`config.mk`:
```
export PLATFORM = sky130hd
export DESIGN_NAME = pstat_gate_top
export DESIGN_NICKNAME = d
export VERILOG_FILES = /design/src/rtl/pstat_pkg.sv /design/src/rtl/pstat_fetch_screen.sv /design/src/rtl/pstat_dmem_gate.sv /design/src/rtl/pstat_resolve.sv /design/src/rtl/pstat_gate_top.sv
export SDC_FILE = /design/constraint.sdc
export NUM_CORES = 1
export LEC_CHECK = 0
export CORE_AREA = 8 8 45 47
export DETAILED_ROUTE_END_ITERATION = 12
export DIE_AREA = 0 0 53 55
export GPL_TIMING_DRIVEN = 0
export PLACE_DENSITY = 0.44
export SYNTH_ARGS = -nofsm -noshare
export SYNTH_HDL_FRONTEND = slang
export SYNTH_SLANG_ARGS = --single-unit
```
`constraint.sdc`:
```
create_clock -name clk -period 1.2 [get_ports clk]
set_input_delay 0.3 -clock clk [delete_from_list [all_inputs] [get_ports clk]]
set_output_delay 0.3 -clock clk [all_outputs]
set_load 0.005 [all_outputs]
```
`src/rtl/pstat_pkg.sv`:
```
package pstat_pkg;

    typedef enum logic [1:0] {
        ST_OK  = 2'd0,
        ST_HLT = 2'd1,
        ST_ADR = 2'd2,
        ST_INS = 2'd3
    } pstat_e;

    typedef struct packed {
        logic imem_err;
        logic bad_op;
        logic halt_op;
    } fetch_flags_t;

    typedef struct packed {
        logic rd_req;
        logic wr_req;
        logic addr_ok;
    } mem_req_t;

    typedef struct packed {
        logic rd_en;
        logic wr_en;
        logic rdata_zero;
        logic dmem_err;
    } mem_gate_t;

    function automatic logic fetch_is_clean(input fetch_flags_t f);
        return !(f.imem_err || f.bad_op || f.halt_op);
    endfunction

    function automatic pstat_e rank_status(input logic adr, input logic ins,
                                           input logic hlt);
        pstat_e s;
        if (adr)      s = ST_ADR;
        else if (ins) s = ST_INS;
        else if (hlt) s = ST_HLT;
        else          s = ST_OK;
        return s;
    endfunction

endpackage

```
`src/rtl/pstat_fetch_screen.sv`:
```
module pstat_fetch_screen
    import pstat_pkg::*;
(
    input  fetch_flags_t fetch_i,
    output logic         clean_o,
    output logic         fetch_adr_o,
    output logic         fetch_ins_o,
    output logic         fetch_hlt_o
);
    always_comb begin
        clean_o     = fetch_is_clean(fetch_i);
        fetch_adr_o = fetch_i.imem_err;
        fetch_ins_o = fetch_i.bad_op;
        fetch_hlt_o = fetch_i.halt_op;
    end
endmodule

```
`src/rtl/pstat_dmem_gate.sv`:
```
module pstat_dmem_gate
    import pstat_pkg::*;
(
    input  logic      clean_i,
    input  mem_req_t  req_i,
    output mem_gate_t gate_o
);
    logic load_go;
    logic store_probe;

    always_comb begin
        load_go     = req_i.rd_req && clean_i;
        store_probe = req_i.wr_req && clean_i;
        gate_o.rd_en      = load_go;
        gate_o.dmem_err   = (load_go || store_probe) && !req_i.addr_ok;
        gate_o.wr_en      = store_probe && req_i.addr_ok;
        gate_o.rdata_zero = !(load_go && req_i.addr_ok);
    end
endmodule

```
`src/rtl/pstat_resolve.sv`:
```
module pstat_resolve
    import pstat_pkg::*;
(
    input  logic   fetch_adr_i,
    input  logic   fetch_ins_i,
    input  logic   fetch_hlt_i,
    input  logic   dmem_err_i,
    output pstat_e stat_o
);
    always_comb begin
        stat_o = rank_status(fetch_adr_i || dmem_err_i, fetch_ins_i, fetch_hlt_i);
    end
endmodule

```
`src/rtl/pstat_gate_top.sv`:
```
module pstat_gate_top
    import pstat_pkg::*;
#(
    parameter bit RET_REGISTERED = 1'b1
) (
    input  logic       clk,
    input  logic       rst,
    input  logic       imem_err_i,
    input  logic       bad_op_i,
    input  logic       halt_op_i,
    input  logic       rd_req_i,
    input  logic       wr_req_i,
    input  logic       addr_ok_i,
    output logic       rd_en_o,
    output logic       wr_en_o,
    output logic       rdata_zero_o,
    output logic       dmem_err_o,
    output logic [1:0] stat_now_o,
    output logic [1:0] stat_ret_o
);
    fetch_flags_t fetch;
    mem_req_t     mreq;
    mem_gate_t    gate;
    logic         clean, f_adr, f_ins, f_hlt;
    pstat_e       stat_now;

    assign fetch = '{imem_err: imem_err_i, bad_op: bad_op_i, halt_op: halt_op_i};
    assign mreq  = '{rd_req: rd_req_i, wr_req: wr_req_i, addr_ok: addr_ok_i};

    pstat_fetch_screen u_screen (
        .fetch_i     (fetch),
        .clean_o     (clean),
        .fetch_adr_o (f_adr),
        .fetch_ins_o (f_ins),
        .fetch_hlt_o (f_hlt)
    );

    pstat_dmem_gate u_gate (
        .clean_i (clean),
        .req_i   (mreq),
        .gate_o  (gate)
    );

    pstat_resolve u_resolve (
        .fetch_adr_i (f_adr),
        .fetch_ins_i (f_ins),
        .fetch_hlt_i (f_hlt),
        .dmem_err_i  (gate.dmem_err),
        .stat_o      (stat_now)
    );

    assign rd_en_o      = gate.rd_en;
    assign wr_en_o      = gate.wr_en;
    assign rdata_zero_o = gate.rdata_zero;
    assign dmem_err_o   = gate.dmem_err;
    assign stat_now_o   = stat_now;

    generate
        if (RET_REGISTERED) begin : g_ret_reg
            pstat_e ret_q;
            always_ff @(posedge clk) begin
                if (rst) ret_q <= ST_OK;
                else     ret_q <= stat_now;
            end
            assign stat_ret_o = ret_q;
        end else begin : g_ret_pass
            assign stat_ret_o = stat_now;
        end
    endgenerate
endmodule

```
==> impl_summary.log <==
INFO  metric setup_total_negative_slack = -631 ps
INFO  metric core_region_area = 1380 um^2
INFO  metric finalWorstSetupSlack = -193 ps
INFO  metric tightestPinTransition = 237 ps
INFO  metric clk_path_buf_depth = 2
INFO  metric worst_ep_arrival_time = 1090 ps
INFO  metric worstHoldEndpoint = stat_ret_o[0]
INFO  metric synthDistinctLibCells = 10
INFO  metric detailed_place_hpwl = 474 um
INFO  metric drt_first_iter_violations = 1
INFO  metric area.growth.synth_to_final = 231%
INFO  metric tritoncts = built
INFO  metric clock-sinks = 2
INFO  metric global_route.usage.total = 5.24%
INFO  metric grt_first_pass_wirelength = 1040 um
INFO  metric post_layout_net_count = 50
INFO  metric failed_checks = setup timing
INFO  metric max_cap_viol_count = 0
INFO  metric dieHeight = 55 um
INFO  metric synth_register_bits = 2
INFO  metric type_of_destination_of_the_critical_path = output pin
INFO  metric avgRoutedWirePerCell = 12.6 um
INFO  metric routabilityCongestion = 0.591
INFO  metric holdCritStartpoint = imem_err_i
INFO  metric finalCoreUtilization = 27.8%
INFO  metric finalNonFillerCells = 56
INFO  metric hp-class = in -> reg
INFO  metric totalWireLength = 708 um
INFO  metric dr_total_vias = 207
INFO  metric flip_flop_count_of_the_largest_register_after_layout = 2
INFO  metric timing.fmax = 718 MHz
INFO  metric timing.slew.headroom = 84.2%
INFO  metric cts_inserted_buffers = 3
INFO  metric post_synth_inst_count = 14
INFO  metric top_level_pins = 16
INFO  metric syn_area = 116 um^2
INFO  metric clk_transition_reported_paths = 30 ps
INFO  metric dr.pass1.iters = 2
INFO  metric timing.critical_path.fanout_max = 3
INFO  metric final_antenna_net_count = 0
INFO  metric floorplan.initialDensity = 8.41%
INFO  metric worst_supply_voltage_drop_on_vdd = 178 uV
INFO  metric cts_hold_repair.buffers = 0
INFO  metric port_bufs = 15
INFO  metric start_point_of_the_critical_path = bad_op_i
INFO  metric numPlacedInstances = 45
INFO  metric setup_viol = 4
INFO  metric antenna_found_initial = 0
INFO  metric p_total = 0.312 mW
INFO  metric nFillCells = 165
INFO  metric total_leakage_power = 0.180 nW
INFO  metric per_instance_average_area_after_synthesis = 8.31 um^2
INFO  metric grt_max_degree = 5
INFO  metric critical_path.startpoint_type = input pin
INFO  metric timing.hold.worst_path_depth = 2
INFO  metric rows = 14
INFO  metric critical_path_required = 900 ps
INFO  metric antennaDiodeCount = 0
INFO  metric slew_limit_fails = 0
INFO  metric synth-seq-area-share = 34.4%
INFO  metric fp.dieW = 53 um
INFO  metric synth_warn = 0
INFO  metric hold_viol_final = 0
INFO  metric dpl_worst_slack = -918 ps
INFO  metric setup_cp_type = in -> out
INFO  metric mappedNetlistNets = 22
INFO  metric first_global_vias = 250
INFO  metric overflow = 0
INFO  metric viasPerCell = 3.70
INFO  metric share_of_layout_cells_above_drive_strength_1 = 77.5%
INFO  metric grt_setup_unrepaired = true
INFO  metric clk_root_buffer_cell = sky130_fd_sc_hd__clkbuf_4
INFO  metric status = finished, violations left
INFO  metric power.density_cell_area = 809 nW/um^2
INFO  metric drc_errors = 0
INFO  metric clock_tree.htree_level_count = 1
INFO  metric period_minus_slack = 1390 ps
INFO  metric min_period_over_period = 116%
INFO  metric die-area = 2920 um^2
-- critical path: stages --
cell and delay (ps):
sky130_fd_sc_hd__buf_8 100, sky130_fd_sc_hd__nor3_4 200, sky130_fd_sc_hd__buf_6 130, sky130_fd_sc_hd__buf_6 80, sky130_fd_sc_hd__nor3b_4 140, sky130_fd_sc_hd__buf_2 130
-- metrics by stage --
step,area (um^2),hold WS (ps)
3_3_place_gp,287,867
4_1_cts,363,320
5_1_grt,385,354
2_1_floorplan,116,372
6_report,385,351
3_5_place_dp,287,870
-- final cells by class --
cell class | instances | area (um^2) | area share, %
Sequential cell | 2 | 40.0 | 10.4
Timing Repair Buffer | 23 | 188 | 48.7
Tap cell | 16 | 20.0 | 5.19
Multi-Input combinational cell | 12 | 115 | 29.9
Clock buffer | 3 | 22.5 | 5.84
-- cell usage after synthesis --
| library cell | instances | area (um^2) |
|---|---|---|
| sky130_fd_sc_hd__nor3_2 | 1 | 10.0 |
| sky130_fd_sc_hd__dfxtp_1 | 2 | 40.0 |
| sky130_fd_sc_hd__and3_2 | 1 | 7.51 |
| sky130_fd_sc_hd__and2_2 | 1 | 7.51 |
| sky130_fd_sc_hd__nor2_1 | 4 | 15.0 |
| sky130_fd_sc_hd__nor3_1 | 1 | 5.00 |
| sky130_fd_sc_hd__nand3_1 | 1 | 5.00 |
| sky130_fd_sc_hd__o31ai_2 | 1 | 12.5 |
| sky130_fd_sc_hd__nor3b_1 | 1 | 7.51 |
| sky130_fd_sc_hd__nor2b_1 | 1 | 6.26 |
-- where the power goes --
group	internal (mW)	switching [mW]
clock network	0.110	0.0397
logic	0.0529	0.0368
registers	0.0711	0.000630
total	0.234	0.0771
-- kinds of logic (layout without fill, tap and decap cells) --
family | count (synthesis) | in the layout | share of synthesized area [%]
compound gates | 1 | 1 | 10.8
simple gates | 11 | 11 | 54.8
buf+inv | 0 | 26 | 0
flops | 2 | 2 | 34.4
-- per-layer routing --
metal	global-route usage, %	vias to the layer above	share of wire, %
li1	-	102	-
met1	3.33	92	31
met2	8.59	13	52
met3	4.01	0	16
met4	6.47	0	0
met5	0	-	0
-- worst max-delay path by stage --
stage / end / slack [ps] / cells after the start
4_1_cts: dmem_err_o / -170 / 6
3_5_place_dp: dmem_err_o / -920 / 4
5_1_grt: dmem_err_o / -250 / 6
6_report: dmem_err_o / -190 / 6
2_1_floorplan: dmem_err_o / 160 / 2
3_3_place_gp: dmem_err_o / -880 / 4
-- repair_timing --
action | 4_1_cts | 5_1_grt
pin swaps | 3 | 3
endpoints found under the setup margin | 8 | 5
buffers inserted | 6 | 2
gates resized for setup | 56 | 11
endpoints found under the hold margin | 0 | 0
-- layout by cell type (no fill, tap or decap), types with 2 or more instances in the layout --
cell type,count
sky130_fd_sc_hd__dfxtp_1,2
sky130_fd_sc_hd__nor2_2,3
sky130_fd_sc_hd__buf_2,5
sky130_fd_sc_hd__buf_8,2
sky130_fd_sc_hd__clkbuf_4,3
sky130_fd_sc_hd__buf_6,4
sky130_fd_sc_hd__dlygate4sd2_1,2
sky130_fd_sc_hd__clkbuf_2,3
sky130_fd_sc_hd__buf_4,6
No activity file was read; power rests on OpenSTA's default activity.
